## src/rtl/sysdiv_pkg.sv

```systemverilog
package sysdiv_pkg;
  localparam int NUM_OUT  = 3;
  localparam int CORE_IDX = 0;
  localparam int BUS_IDX  = 1;
  localparam int PER_IDX  = 2;

  // field positions in the configuration word
  localparam int CORE_LSB = 25;
  localparam int PLL_BIT  = 23;
  localparam int BUS_LSB  = 20;
  localparam int PER_LSB  = 18;

  function automatic int core_div(input logic [2:0] code);
    case (code)
      3'd0: return 1;
      3'd1: return 2;
      3'd2: return 4;
      3'd3: return 8;
      3'd4: return 16;
      default: return 1;
    endcase
  endfunction

  function automatic int bus_div(input logic [2:0] code);
    case (code)
      3'd0: return 1;
      3'd1: return 2;
      3'd2: return 4;
      3'd3: return 5;
      3'd4: return 6;
      3'd5: return 8;
      3'd6: return 16;
      default: return 32;
    endcase
  endfunction

  function automatic int per_div(input logic [1:0] code);
    return 1 << code;
  endfunction
endpackage

```

## src/rtl/sysdiv_decode.sv

```systemverilog
module sysdiv_decode
  import sysdiv_pkg::*;
#(
  parameter int CFG_W = 32,
  parameter int DIV_W = 6
) (
  input  logic [CFG_W-1:0]              cfg,
  output logic [NUM_OUT-1:0][DIV_W-1:0] div_o,
  output logic                          pll_sel
);
  logic cfg_unused;
  assign cfg_unused = ^{cfg[CFG_W-1:CORE_LSB+3], cfg[PLL_BIT+1], cfg[PER_LSB-1:0]};

  always_comb begin
    div_o[CORE_IDX] = DIV_W'(core_div(cfg[CORE_LSB +: 3]));
    div_o[BUS_IDX]  = DIV_W'(bus_div(cfg[BUS_LSB +: 3]));
    div_o[PER_IDX]  = DIV_W'(per_div(cfg[PER_LSB +: 2]));
    pll_sel         = cfg[PLL_BIT];
  end
endmodule

```

## src/rtl/sysdiv_stage.sv

```systemverilog
module sysdiv_stage #(
  parameter int DIV_W = 6
) (
  input  logic             clk,
  input  logic             rst,
  input  logic             tick_in,
  input  logic [DIV_W-1:0] div_pend,
  output logic             ce_out,
  output logic             lvl_out
);
  localparam logic [DIV_W-1:0] ONE = DIV_W'(1);

  logic [DIV_W-1:0] cnt, div_cur, cnt_nxt, div_nxt;
  logic             at_end, lvl_nxt;

  always_comb begin
    at_end  = (cnt == div_cur - ONE);
    cnt_nxt = cnt;
    div_nxt = div_cur;
    if (tick_in) begin
      if (at_end) begin
        cnt_nxt = '0;
        div_nxt = div_pend;   // adopt new divisor only at boundary
      end else begin
        cnt_nxt = cnt + ONE;
      end
    end
    lvl_nxt = (div_nxt == ONE) ? 1'b1 : (cnt_nxt < (div_nxt >> 1));
  end

  always_ff @(posedge clk) begin
    if (rst) begin
      cnt     <= '0;
      div_cur <= ONE;
      ce_out  <= 1'b0;
      lvl_out <= 1'b1;
    end else begin
      cnt     <= cnt_nxt;
      div_cur <= div_nxt;
      ce_out  <= tick_in && at_end;
      lvl_out <= lvl_nxt;
    end
  end

  AST_CE_AFTER_TICK: assert property (@(posedge clk) disable iff (rst)
    ce_out |-> $past(tick_in));

  AST_DIV_HOLD_MIDPERIOD: assert property (@(posedge clk) disable iff (rst)
    !(tick_in && at_end) |=> $stable(div_cur));

  AST_CNT_IN_RANGE: assert property (@(posedge clk) disable iff (rst)
    cnt < div_cur);

  AST_DIV1_EVERY_TICK: assert property (@(posedge clk) disable iff (rst)
    (tick_in && div_cur == ONE) |=> (ce_out && lvl_out));

  AST_PEND_NONZERO: assert property (@(posedge clk) disable iff (rst)
    div_pend != '0);
endmodule

```

## src/rtl/sysclk_divider_set.sv

```systemverilog
module sysclk_divider_set
  import sysdiv_pkg::*;
#(
  parameter int CFG_W = 32,
  parameter int DIV_W = 6
) (
  input  logic             clk,
  input  logic             rst,
  input  logic             xtal_tick,
  input  logic [CFG_W-1:0] cfg_in,
  input  logic             cfg_load,
  output logic             core_ce,
  output logic             core_lvl,
  output logic             bus_ce,
  output logic             bus_lvl,
  output logic             per_ce,
  output logic             per_lvl
);
  logic [CFG_W-1:0]              cfg_q;
  logic [NUM_OUT-1:0][DIV_W-1:0] div_pend;
  logic                          pll_sel, src_tick;
  logic [NUM_OUT-1:0]            stage_ce, stage_lvl;

  always_ff @(posedge clk) begin
    if (rst)           cfg_q <= '0;
    else if (cfg_load) cfg_q <= cfg_in;
  end

  sysdiv_decode #(.CFG_W(CFG_W), .DIV_W(DIV_W)) u_dec (
    .cfg     (cfg_q),
    .div_o   (div_pend),
    .pll_sel (pll_sel)
  );

  assign src_tick = pll_sel | xtal_tick;

  for (genvar i = 0; i < NUM_OUT; i++) begin : g_stage
    logic tick;
    if (i == PER_IDX) begin : g_cascade
      assign tick = stage_ce[BUS_IDX];
    end else begin : g_direct
      assign tick = src_tick;
    end
    sysdiv_stage #(.DIV_W(DIV_W)) u_div (
      .clk      (clk),
      .rst      (rst),
      .tick_in  (tick),
      .div_pend (div_pend[i]),
      .ce_out   (stage_ce[i]),
      .lvl_out  (stage_lvl[i])
    );
  end

  assign core_ce  = stage_ce[CORE_IDX];
  assign core_lvl = stage_lvl[CORE_IDX];
  assign bus_ce   = stage_ce[BUS_IDX];
  assign bus_lvl  = stage_lvl[BUS_IDX];
  assign per_ce   = stage_ce[PER_IDX];
  assign per_lvl  = stage_lvl[PER_IDX];

  AST_CFG_HOLD: assert property (@(posedge clk) disable iff (rst)
    !cfg_load |=> $stable(cfg_q));

  AST_PER_ON_BUS: assert property (@(posedge clk) disable iff (rst)
    per_ce |-> $past(bus_ce));

  AST_XTAL_PACE: assert property (@(posedge clk) disable iff (rst)
    (core_ce && !$past(pll_sel)) |-> $past(xtal_tick));
endmodule

```

## config.mk

```make
export PLATFORM = sky130hd
export DESIGN_NAME = sysclk_divider_set
export DESIGN_NICKNAME = d
export VERILOG_FILES = /design/src/rtl/sysdiv_pkg.sv /design/src/rtl/sysdiv_decode.sv /design/src/rtl/sysdiv_stage.sv /design/src/rtl/sysclk_divider_set.sv
export SDC_FILE = /design/constraint.sdc
export NUM_CORES = 1
export LEC_CHECK = 0
export BUFFER_PORTS_ARGS = -buffer_cell sky130_fd_sc_hd__buf_2
export CORE_UTILIZATION = 60
export DETAILED_ROUTE_END_ITERATION = 7
export PLACE_DENSITY_LB_ADDON = 0.08
export SLEW_MARGIN = 20
export SYNTH_ARGS = -nofsm -noshare
export SYNTH_HDL_FRONTEND = slang
export SYNTH_SLANG_ARGS = --single-unit
```

## constraint.sdc

```tcl
create_clock -name clk -period 8.8 [get_ports clk]
set_input_delay 0.44 -clock clk [delete_from_list [all_inputs] [get_ports clk]]
set_output_delay 0.44 -clock clk [all_outputs]
set_load 0.005 [all_outputs]
```

==> metrics.txt, run 1 <==
RSZ-0062 raised after global routing=no; post-synthesis async set-or-reset flop share=0%; Post-synth EDFFs=0; Clk Latency, worst-skew pair=0.31 ns; Min Clock Period, post-route=3.780 ns; total grt overflow=0; clock sink total=51; Synth Flop Type=dfxtp_1; NumNets Final=419; Iteration-0 DRC Markers=145; storage element area=1021 µm²; share of layout cells above drive strength 1=10.66%; Synth area leader=dfxtp_1; # IOs=42; # diodes=0; global-route wire length before repair=10900 µm; CTS tree=built; Avg Cell Area, Syn=8.588 µm²; DRT Pass-1 Iters=4; sequential share of power=34.9%; RD Place Congestion=0.8384; final antenna-violating net count=0; largest net degree at the start of global routing=45; Fin. Hold Viols=0; Worst VDD drop=0.0001249 V; clock skew=0.009160 ns; FMAX=0.2645 GHz; count of standard-cell rows=25; RR Startpoint=g_stage[0].u_div.div_cur[0]; Logic pwr share=48.0%; post-synth top area share=33.77%; antenna violations before repair=0; HPWL after detailed placement=4665 µm; top post-synthesis cells by area=dfxtp_1 (34%), ha_1 (7.5%), mux2i_1 (6.3%); average vias per placed instance=5.855; vias in the first global route=2402; clock slew at reported path FFs=0.10 ns; die width=72.98 µm; Worst EP arrival=4.00 ns; Root Buffer=clkbuf_8; Hold Slack=0.3592 ns; max_slew headroom=45.45%; sequential share of the synthesized area=33.77%; number of vias in the routed layout=2535; Setup Fix Bufs, Post-CTS=0; starting density of the core=63.16%; DR WL/cell=14.73 µm; multi-input logic area=1908 µm²; crit-path max FO=9; period utilisation layout=42.96%; crit path launch type=flip-flop; H-tree Lvls=2; pwr/cell area=260.4 nW/µm²; total track usage=26.67%; max-cap check violation count=0; Setup crit end kind=flip-flop; Remaining DRCs=0; worst slack at placement=5.124 ns; hold path start=cfg_in[26]; Leak Pwr=1.422 nW; clock buffer depth=2; Worst R2R End=g_stage[0].u_div.lvl_out; min setup slack post-route=5.020 ns; P_int=0.5063 mW; sw power=0.3422 mW; Post-synth top cells=dfxtp_1 (51), nor2_1 (42), nand2_1 (22); count of cell types in the netlist=52; mapped cell area=3023 µm²; # hold bufs at CTS=0; hold depth=3; synthesized flop and latch total=51; PortBufs=18; Die Area=5326 µm²; synth warn=0; R2R setup slack=5.02 ns; Die Span Y=72.98 µm; Layout fillers=418; CP Data Required Time=9.02 ns; syn nets=406; TNS Setup=0 ns; P&R area growth vs syn=7.781%; Synth Instances=352; Clock power frac=17.1%; outcome=complete, no violations; PostCTS Resize Cnt=0; Hold Crit Class=in -> reg; Least-Margin Pin Slew=0.8182 ns; most instantiated library cell after synthesis=dfxtp_1; Pins Over Slew Limit=0; final setup fails=0; Core ar.=4786 µm²; final WL=6379 µm; Hold Crit Endpoint=cfg_q[26]; reg2reg path depth=12; CTS buffer count=5; critical setup path kind=reg -> reg; Switching Fraction=40.33%
cells in the final DEF, fill, tap and decap left out, types with 3 or more instances in the layout:
master,instances
mux2i_1,19
nand2_1,22
a21oi_1,19
xnor2_1,18
nand3_1,8
clkbuf_8,6
inv_1,11
nor2_1,42
a21o_1,5
and2_1,7
nand2b_1,4
or4b_1,3
o211ai_1,4
a211oi_1,3
o21a_1,4
nor2b_1,5
nand4_1,5
a31oi_1,4
o21ai_0,11
dfxtp_1,51
ha_1,18
xor2_1,12
nor3_1,19
and3_1,5
or3_1,3
buf_2,18
worst max path at each step:
stage	start	end	slack, ns	cells after the start
6_report	g_stage[0].u_div.div_cur[0]	g_stage[0].u_div.lvl_out	5.02	12
5_1_grt	g_stage[0].u_div.div_cur[0]	g_stage[0].u_div.lvl_out	4.70	13
4_1_cts	g_stage[0].u_div.div_cur[0]	g_stage[0].u_div.lvl_out	5.07	12
3_5_place_dp	g_stage[0].u_div.div_cur[0]	g_stage[0].u_div.lvl_out	5.12	12
3_3_place_gp	g_stage[0].u_div.div_cur[0]	g_stage[0].u_div.lvl_out	5.06	12
2_1_floorplan	g_stage[2].u_div.div_cur[3]	g_stage[2].u_div.lvl_out	5.44	13
flip-flops by register name (all words and copies together) (netlist names):
signal                 flops
g_stage.u_div.cnt         18
g_stage.u_div.lvl_out      3
g_stage.u_div.ce_out       3
cfg_q                      9
g_stage.u_div.div_cur     18
routing by layer:
layer / vias up / wire, µm / GRT usage (%)
met5: - / 0 / 0
met4: 0 / 120 / 10.89
met3: 14 / 200 / 3.591
met2: 53 / 3018 / 43.62
met1: 1186 / 3040 / 35.37
li1: 1282 / - / -
power groups by stage:
| stage | registers (mW) | logic, mW | clock network [mW] |
|---|---|---|---|
| CTS | 0.296 | 0.405 | 0.149 |
| global route | 0.302 | 0.454 | 0.157 |
| finish | 0.296 | 0.407 | 0.145 |
| global placement | 0.300 | 0.395 | 0 |
| detailed placement | 0.301 | 0.403 | 0 |
| floorplan | 0.291 | 0.326 | 0 |
through the flow:
| step | power, mW | area [µm²] | utilization, % | instances |
|---|---|---|---|---|
| global placement | 0.6944 | 3159 | 66.01 | 425 |
| global route | 0.9131 | 3258 | 68.08 | 433 |
| finish | 0.8485 | 3258 | 68.08 | 433 |
| detailed placement | 0.7045 | 3159 | 66.01 | 425 |
| floorplan | 0.6174 | 3023 | - | 352 |
| CTS | 0.8502 | 3258 | 68.08 | 433 |
cell type report:
class / instances / area share [%]
inverter: 11 / 1.267
clock inverter: 2 / 0.4992
clock buffer: 6 / 2.535
sequential: 51 / 31.34
tap: 67 / 2.573
timing repair buffer: 20 / 3.226
multi-input combinational: 276 / 58.56
cell families (layout without fill, tap and decap cells):
| group | Yosys count | after routing | synth area share (%) |
|---|---|---|---|
| AND/OR/NAND/NOR | 138 | 138 | 23.80 |
| AO/OA/AOI/OAI | 69 | 69 | 16.02 |
| flip-flops | 51 | 51 | 33.77 |
| XOR/XNOR | 30 | 30 | 8.692 |
| buffers and inverters | 25 | 39 | 3.104 |
| multiplexers | 21 | 21 | 7.160 |
| adder cells (fa/ha/maj) | 18 | 18 | 7.450 |
critical path, stage by stage (launching register included):
cell,delay (ns)
dfxtp_1,0.47
inv_1,0.10
ha_1,0.23
or3_1,0.40
a31oi_1,0.63
and2_1,0.36
a41oi_1,0.20
ha_1,0.35
a21o_1,0.17
a21oi_1,0.19
nor3_1,0.08
mux2_2,0.32
a221oi_1,0.19
(Power assumes the default switching activity.)
==> inputs of run 2 (changes only) <==
- ABC_AREA: unset -> 1
- CORE_UTILIZATION: 60 -> 58
- clock period: 8.8 -> 3.74 ns (I/O delays scaled with it)
==> run 2 against run 1 <==
Design area up 2.6%. Combinational power rose to 2.6 times the previous value. Clock-buffer cell count unchanged. Cell count up 29%. Largest cell class unchanged. Non-clock buffer count down 2. Critical endpoint unchanged. Critical path depth up 2.
==> metrics.txt, run 2 <==
CTS buffer count=5 (unchanged); R2R setup slack=1.16 ns (was 5.02 ns); DRT Pass-1 Iters=4 (unchanged); Total Power=2.084 mW (was 0.8485 mW); CP peak stage delay=0.38 ns (was 0.63 ns); Min Clock Period, post-route=2.582 ns (was 3.780 ns); Cell Chain, Critical Path=inv_2 -> ha_1 -> xnor2_1 -> nor2_1 -> nand3_1 -> nor2_4 -> nand2_1 -> inv_2 -> nor2_1 -> ha_1 -> a21oi_1 -> o21a_1 -> nand2_1 -> nand2_1 (was inv_1 -> ha_1 -> or3_1 -> a31oi_1 -> and2_1 -> a41oi_1 -> ha_1 -> a21o_1 -> a21oi_1 -> nor3_1 -> mux2_2 -> a221oi_1); Top Registers=g_stage.u_div.cnt x18, g_stage.u_div.div_cur x18, cfg_q x9 (unchanged); Pins Over Slew Limit=0 (unchanged); syn nets=528 (was 406); DR WL/cell=10.49 µm (was 14.73 µm); mapped cell area=3139 µm² (was 3023 µm²); Avg Cell Area, Syn=6.623 µm² (was 8.588 µm²); Post-synth EDFFs=0 (unchanged); top post-synthesis cells by area=dfxtp_1 (33%), nand2_1 (15%), nor2_1 (8.5%) (was dfxtp_1 (34%), ha_1 (7.5%), mux2i_1 (6.3%)); # hold bufs at CTS=0 (unchanged); most frequent CP cell=nand2_1 (was ha_1); Setup crit end kind=flip-flop (unchanged); NumNets Final=542 (was 419); Synth Flop Type=dfxtp_1 (unchanged); final WL=5855 µm (was 6379 µm); commonest non-fill, non-tap cell in the layout=nand2_1 (was dfxtp_1); P&R area growth vs syn=6.457% (was 7.781%); Leak Pwr=1.674 nW (was 1.422 nW); # IOs=42 (unchanged); Post-synth top cells=nand2_1 (129), nor2_1 (71), inv_1 (52) (was dfxtp_1 (51), nor2_1 (42), nand2_1 (22)); share of layout cells above drive strength 1=10.86% (was 10.66%); crit path launch type=flip-flop (unchanged); Worst VDD drop=0.0003224 V (was 0.0001249 V); min setup slack post-route=1.158 ns (was 5.020 ns); clock buffer depth=2 (unchanged); total track usage=22.51% (was 26.67%); CP Data Required Time=3.93 ns (was 9.02 ns); count of standard-cell rows=26 (was 25); die width=75.57 µm (was 72.98 µm); count of cell types in the netlist=36 (was 52); clock skew=0.007148 ns (was 0.009160 ns); Fin. Hold Viols=0 (unchanged); # diodes=0 (unchanged); CTS tree=built (unchanged); Hold Crit Class=in -> reg (unchanged); Layout fillers=495 (was 418); starting density of the core=60.69% (was 63.16%); Setup Fix Bufs, Post-CTS=0 (unchanged); synth warn=0 (unchanged); Remaining DRCs=0 (unchanged); worst slack at placement=1.161 ns (was 5.124 ns); placed inst area=3254 µm² (was 3159 µm²); final setup fails=0 (unchanged); reg2reg path depth=14 (was 12); clock sink total=51 (unchanged); TNS Setup=0 ns (unchanged); synthesized flop and latch total=51 (unchanged); max_slew headroom=50.92% (was 45.45%); number of vias in the routed layout=2748 (was 2535); RSZ-0062 raised after global routing=no (unchanged); Worst EP arrival=2.78 ns (was 4.00 ns); crit-path max FO=11 (was 9); vias in the first global route=2312 (was 2402); Clk Latency, worst-skew pair=0.29 ns (was 0.31 ns); most instantiated library cell after synthesis=nand2_1 (was dfxtp_1); FMAX=0.3873 GHz (was 0.2645 GHz); hold depth=3 (unchanged); HPWL after detailed placement=4505 µm (was 4665 µm); outcome=complete, no violations (unchanged); Die Area=5711 µm² (was 5326 µm²); sequential share of the synthesized area=32.52% (was 33.77%); average vias per placed instance=4.925 (was 5.855); Iteration-0 DRC Markers=134 (was 145); global-route wire length before repair=9949 µm (was 10900 µm); Die Span Y=75.57 µm (was 72.98 µm); largest net degree at the start of global routing=40 (was 45); post-synthesis async set-or-reset flop share=0% (unchanged); Least-Margin Pin Slew=0.7363 ns (was 0.8182 ns); final antenna-violating net count=0 (unchanged); clock slew at reported path FFs=0.09 ns (was 0.10 ns); post-synth top area share=32.52% (was 33.77%); PortBufs=18 (unchanged); period utilisation layout=69.04% (was 42.96%); RD Place Congestion=0.7945 (was 0.8384); Crit-path slowest cell=dfxtp_1 (was a31oi_1); antenna violations before repair=0 (unchanged); Root Buffer=clkbuf_8 (unchanged); PostCTS Resize Cnt=0 (unchanged); critical setup path kind=reg -> reg (unchanged); max-cap check violation count=0 (unchanged); H-tree Lvls=2 (unchanged); pwr/cell area=623.7 nW/µm² (was 260.4 nW/µm²); most frequent cells in the layout=nand2_1 (129), nor2_1 (71), inv_1 (52), dfxtp_1 (51), nand3_1 (30) (was dfxtp_1 (51), nor2_1 (42), nand2_1 (22)); Core ar.=5172 µm² (was 4786 µm²); Synth area leader=dfxtp_1 (unchanged); Synth Instances=474 (was 352); design area=3342 µm² (was 3258 µm²); total grt overflow=0 (unchanged)
==> run 2: cell count changes after synthesis, sizes merged, moves of 7 or more <==
cell	change
nand2	+115
inv	+51
nor2	+32
nand3	+22
mux2i	-18
clkbuf	-8
and2	-7
==> run 2: path summary, 6_finish.rpt <==
kind / to / start
worst max register to register: g_stage[0].u_div.lvl_out / g_stage[0].u_div.div_cur[0]
worst min-delay path: cfg_q[19] / cfg_in[19]
worst max-delay path: g_stage[0].u_div.lvl_out / g_stage[0].u_div.div_cur[0]
worst min register to register: cfg_q[23] / cfg_q[23]
==> run 2: cells by family after synthesis <==
| group | count (synthesis) | synth area share (%) |
|---|---|---|
| simple gates | 267 | 36.47 |
| buf+inv | 73 | 9.406 |
| flops | 51 | 32.52 |
| compound gates | 38 | 6.855 |
| xor+xnor | 26 | 7.254 |
| fa+ha+maj | 18 | 7.174 |
| mux | 1 | 0.3189 |
==> run 2: routing by layer <==
layer  share of wire (%)  routed length (µm)  up-vias  GRT usage, %
met1                  53                3107     1205         31.88
met5                   0                   0        -             0
met4                0.24                  14        0         3.704
met3                 3.0                 178        2         3.571
li1                    -                   -     1503             -
met2                  44                2554       38         36.90
==> run 2: area by class of cell <==
| cell class | count | area [µm²] | area share [%] |
|---|---|---|---|
| multi-input cells | 350 | 1823 | 54.55 |
| well taps | 70 | 87.58 | 2.621 |
| repair buffers | 18 | 90.09 | 2.696 |
| flip-flops and latches | 51 | 1021 | 30.55 |
| clock inverters | 1 | 5.005 | 0.1498 |
| clock buffers | 6 | 82.58 | 2.471 |
| inverters | 62 | 232.7 | 6.964 |
==> run 2: worst max-delay path, delay by kind of cell, from the launching register on <==
| family | cells | cell delay [ns] |
|---|---|---|
| buffers and inverters | 2 | 0.33 |
| adder cells (fa/ha/maj) | 2 | 0.59 |
| AND/OR/NAND/NOR | 7 | 0.80 |
| flip-flops | 1 | 0.38 |
| AO/OA/AOI/OAI | 2 | 0.25 |
| XOR/XNOR | 1 | 0.12 |
==> run 2: through the flow <==
stage	hold WS, ns	utilization (%)	std cells
after global placement	0.4109	62.92	551
after detailed placement	0.4167	62.92	551
after global routing	0.1155	64.61	558
after floorplan	0.3208	-	474
after CTS	0.1087	64.61	558
final	0.1208	64.61	558
==> run 2: power by group <==
group	leakage, nW	switching, mW	internal [mW]	total [mW]
Combinational	1.21	0.673	0.390	1.06
Sequential	0.417	0.0813	0.628	0.709
Clock	0.0470	0.166	0.145	0.311
==> inputs of run 3 (changes only) <==
- ABC_AREA: 1 -> 0
- CORE_UTILIZATION: 58 -> 52
- clock period: 3.74 -> 2.1 ns (I/O delays scaled with it)
==> run 3 against run 2 <==
Critical path depth down 2. Sequential power up 65%. First-iteration DRC count down 9.7%. Sequential share of layout area down 7.9 points. Maximum frequency down 21%. Die area up 7.2%. Largest cell class unchanged. Flip-flop and latch count unchanged. Clock-buffer cell count unchanged. Via count up 16%. Combinational power rose to 3.4 times the previous value. The run now ends with setup timing left. Critical path type unchanged.
==> metrics.txt, run 3 (synthesis gave the netlist of run 1 again) <==
outcome=finished, violations left (was complete, no violations); failing checks=setup timing; die width=78.25 µm (was 75.57 µm); CP peak stage delay=0.54 ns (was 0.38 ns); HPWL after detailed placement=6082 µm (was 4505 µm); crit path capture=g_stage[0].u_div.lvl_out (unchanged); Hold Crit Class=in -> reg (unchanged); Crit-path slowest cell=or4_4 (was dfxtp_1); Top Registers=g_stage.u_div.cnt x18, g_stage.u_div.div_cur x18, cfg_q x9 (unchanged); antenna violations before repair=0 (unchanged); design area=4534 µm² (was 3342 µm²); min setup slack post-route=-1.166 ns (was 1.158 ns); RSZ-0062 raised after global routing=yes (was no); NumNets Final=527 (was 542); share of layout cells above drive strength 1=43.88% (was 10.86%); CP Data Required Time=2.33 ns (was 3.93 ns); RD Place Congestion=0.8987 (was 0.7945); Most Used Layer, Global Route=met2 (unchanged); CTS buffer count=5 (unchanged); Worst EP arrival=3.50 ns (was 2.78 ns); crit-path max FO=2 (was 11); starting density of the core=54.56% (was 60.69%); Crit. path cell count=12 (was 14); Least-Margin Pin Slew=0.5782 ns (was 0.7363 ns); # hold bufs at CTS=0 (unchanged); FMAX=0.3062 GHz (was 0.3873 GHz); total grt overflow=0 (unchanged); clock buffer depth=2 (unchanged); period utilisation layout=155.5% (was 69.04%); clock skew=0.007520 ns (was 0.007148 ns); CTS tree=built (unchanged); Layout fillers=350 (was 495); Switching Fraction=40.17% (was 44.16%); largest net degree at the start of global routing=44 (was 40); Setup crit end kind=flip-flop (unchanged); DRT Pass-1 Iters=5 (was 4); pwr/cell area=1180 nW/µm² (was 623.7 nW/µm²); Remaining DRCs=0 (unchanged); Logic pwr share=67.0% (was 51.0%); final setup fails=38 (was 0); H-tree Lvls=2 (unchanged); Leak Pwr=2.028 nW (was 1.674 nW); most frequent cells in the layout=buf_4 (88), dfxtp_1 (47), nor2_1 (37), buf_6 (22) (was nand2_1 (129), nor2_1 (71), inv_1 (52), dfxtp_1 (51), nand3_1 (30)); Iteration-0 DRC Markers=121 (was 134); Worst R2R End=g_stage[0].u_div.lvl_out (unchanged); final WL=9409 µm (was 5855 µm); P_int=3.202 mW (was 1.164 mW); PortBufs=18 (unchanged); Pins Over Slew Limit=0 (unchanged); multi-input logic area=2288 µm² (was 1823 µm²); Cell Chain, Critical Path=or4_4 -> o21a_1 -> o211a_1 -> and2_4 -> or4b_4 -> nand2_4 -> ha_4 -> a21o_1 -> a21oi_2 -> a21oi_1 -> mux2_4 -> a221oi_2 (was inv_2 -> ha_1 -> xnor2_1 -> nor2_1 -> nand3_1 -> nor2_4 -> nand2_1 -> inv_2 -> nor2_1 -> ha_1 -> a21oi_1 -> o21a_1 -> nand2_1 -> nand2_1); Root Buffer=clkbuf_8 (unchanged); R2R setup slack=-1.17 ns (was 1.16 ns); Min Clock Period, post-route=3.266 ns (was 2.582 ns); final antenna-violating net count=0 (unchanged); max_slew headroom=61.45% (was 50.92%); Fin. Hold Viols=0 (unchanged); clock sink total=51 (unchanged); Clock power frac=11.2% (was 14.9%); utilization after layout=81.84% (was 64.61%); sequential share of power=21.9% (was 34.0%); P&R area growth vs syn=50.00% (was 6.457%); CP startpoint=g_stage[0].u_div.div_cur[2] (was g_stage[0].u_div.div_cur[0]); clock slew at reported path FFs=0.10 ns (was 0.09 ns); sw power=2.150 mW (was 0.9205 mW); critical setup path kind=reg -> reg (unchanged); reg2reg path depth=12 (was 14); TNS Setup=-10.42 ns (was 0 ns); # diodes=0 (unchanged); GR Util met2=54.21% (was 36.90%); global-route wire length before repair=14740 µm (was 9949 µm); vias in the first global route=3207 (was 2312); placed inst area=3897 µm² (was 3254 µm²); # IOs=42 (unchanged); total track usage=30.96% (was 22.51%); RR Startpoint=g_stage[0].u_div.div_cur[2] (was g_stage[0].u_div.div_cur[0]); Clk Latency, worst-skew pair=0.31 ns (was 0.29 ns); DR WL/cell=17.23 µm (was 10.49 µm); storage element area=1026 µm² (was 1021 µm²); GRT met1 Usage=37.02% (was 31.88%); Die Span Y=78.25 µm (was 75.57 µm); CP delay by family, top=simple AND/OR/NAND/NOR gates (unchanged); worst slack at placement=-1.120 ns (was 1.161 ns); Total Power=5.352 mW (was 2.084 mW); average vias per placed instance=5.822 (was 4.925); max-cap check violation count=0 (unchanged); Worst VDD drop=0.0008987 V (was 0.0003224 V); crit path launch type=flip-flop (unchanged); commonest non-fill, non-tap cell in the layout=buf_4 (was nand2_1); number of vias in the routed layout=3179 (was 2748); Core ar.=5540 µm² (was 5172 µm²); count of standard-cell rows=27 (was 26); crit path buf inv count=0 (was 2); met3 Resource Use GR=4.535% (was 3.571%); Die Area=6122 µm² (was 5711 µm²)
[run 3: cell types whose count changed in the layout (fill, tap and decap cells not counted), sizes merged, moves of 6 or more]
cell,previous run,this run
buf,18,128
xnor2,12,18
nand3,31,9
inv,62,11
mux2i,1,19
o21ai,17,11
nand2,137,22
nor2,74,42
and2,0,7
[run 3: metal layers]
metal	share of wire [%]	wire (µm)	vias to the layer above
li1	-	-	1509
met1	42	3909	1516
met2	50	4672	119
met3	4.6	433	35
met4	4.2	394	0
met5	0	0	-
[run 3: repair_timing]
item / CTS / global route
endpoints found under the setup margin: 32 / 41
gates resized for setup: 69 / 38
pin swaps: 19 / 22
setup buffers: 19 / 8
[run 3: worst min-delay path: stages]
cell and delay [ns]:
buf_2 0.07, mux2i_1 0.05, nor2_1 0.07
[run 3: stage by stage]
step | hold slack, ns | cells
final | 0.02470 | 546
after CTS | 0.02270 | 547
after global routing | 0.03273 | 546
after global placement | 0.3399 | 521
after floorplan | 0.2526 | 352
after detailed placement | 0.3497 | 521
[run 3: power groups by stage]
stage / sequential, mW / clock [mW] / combinational, mW
after floorplan: 1.22 / 0 / 1.48
after global placement: 1.19 / 0 / 2.44
after detailed placement: 1.19 / 0 / 2.50
after CTS: 1.17 / 0.603 / 3.25
after global routing: 1.18 / 0.635 / 3.79
final: 1.17 / 0.597 / 3.58
[run 3: how the worst min path moves through the flow]
stage                     from   endpoint  cells after the start
CTS                 cfg_in[20]  cfg_q[20]                      3
floorplan           cfg_in[18]  cfg_q[18]                      2
detailed placement  cfg_in[18]  cfg_q[18]                      3
finish              cfg_in[26]  cfg_q[26]                      3
global placement    cfg_in[18]  cfg_q[18]                      3
global route        cfg_in[27]  cfg_q[27]                      3
[run 3: area by class of cell]
cell class                      instances  area share, %
Sequential cell                        51          22.63
Timing Repair Buffer                  128          22.02
Clock buffer                            6          1.600
Inverter                               11         0.9106
Clock inverter                          2         0.3863
Tap cell                               72          1.987
Multi-Input combinational cell        276          50.47
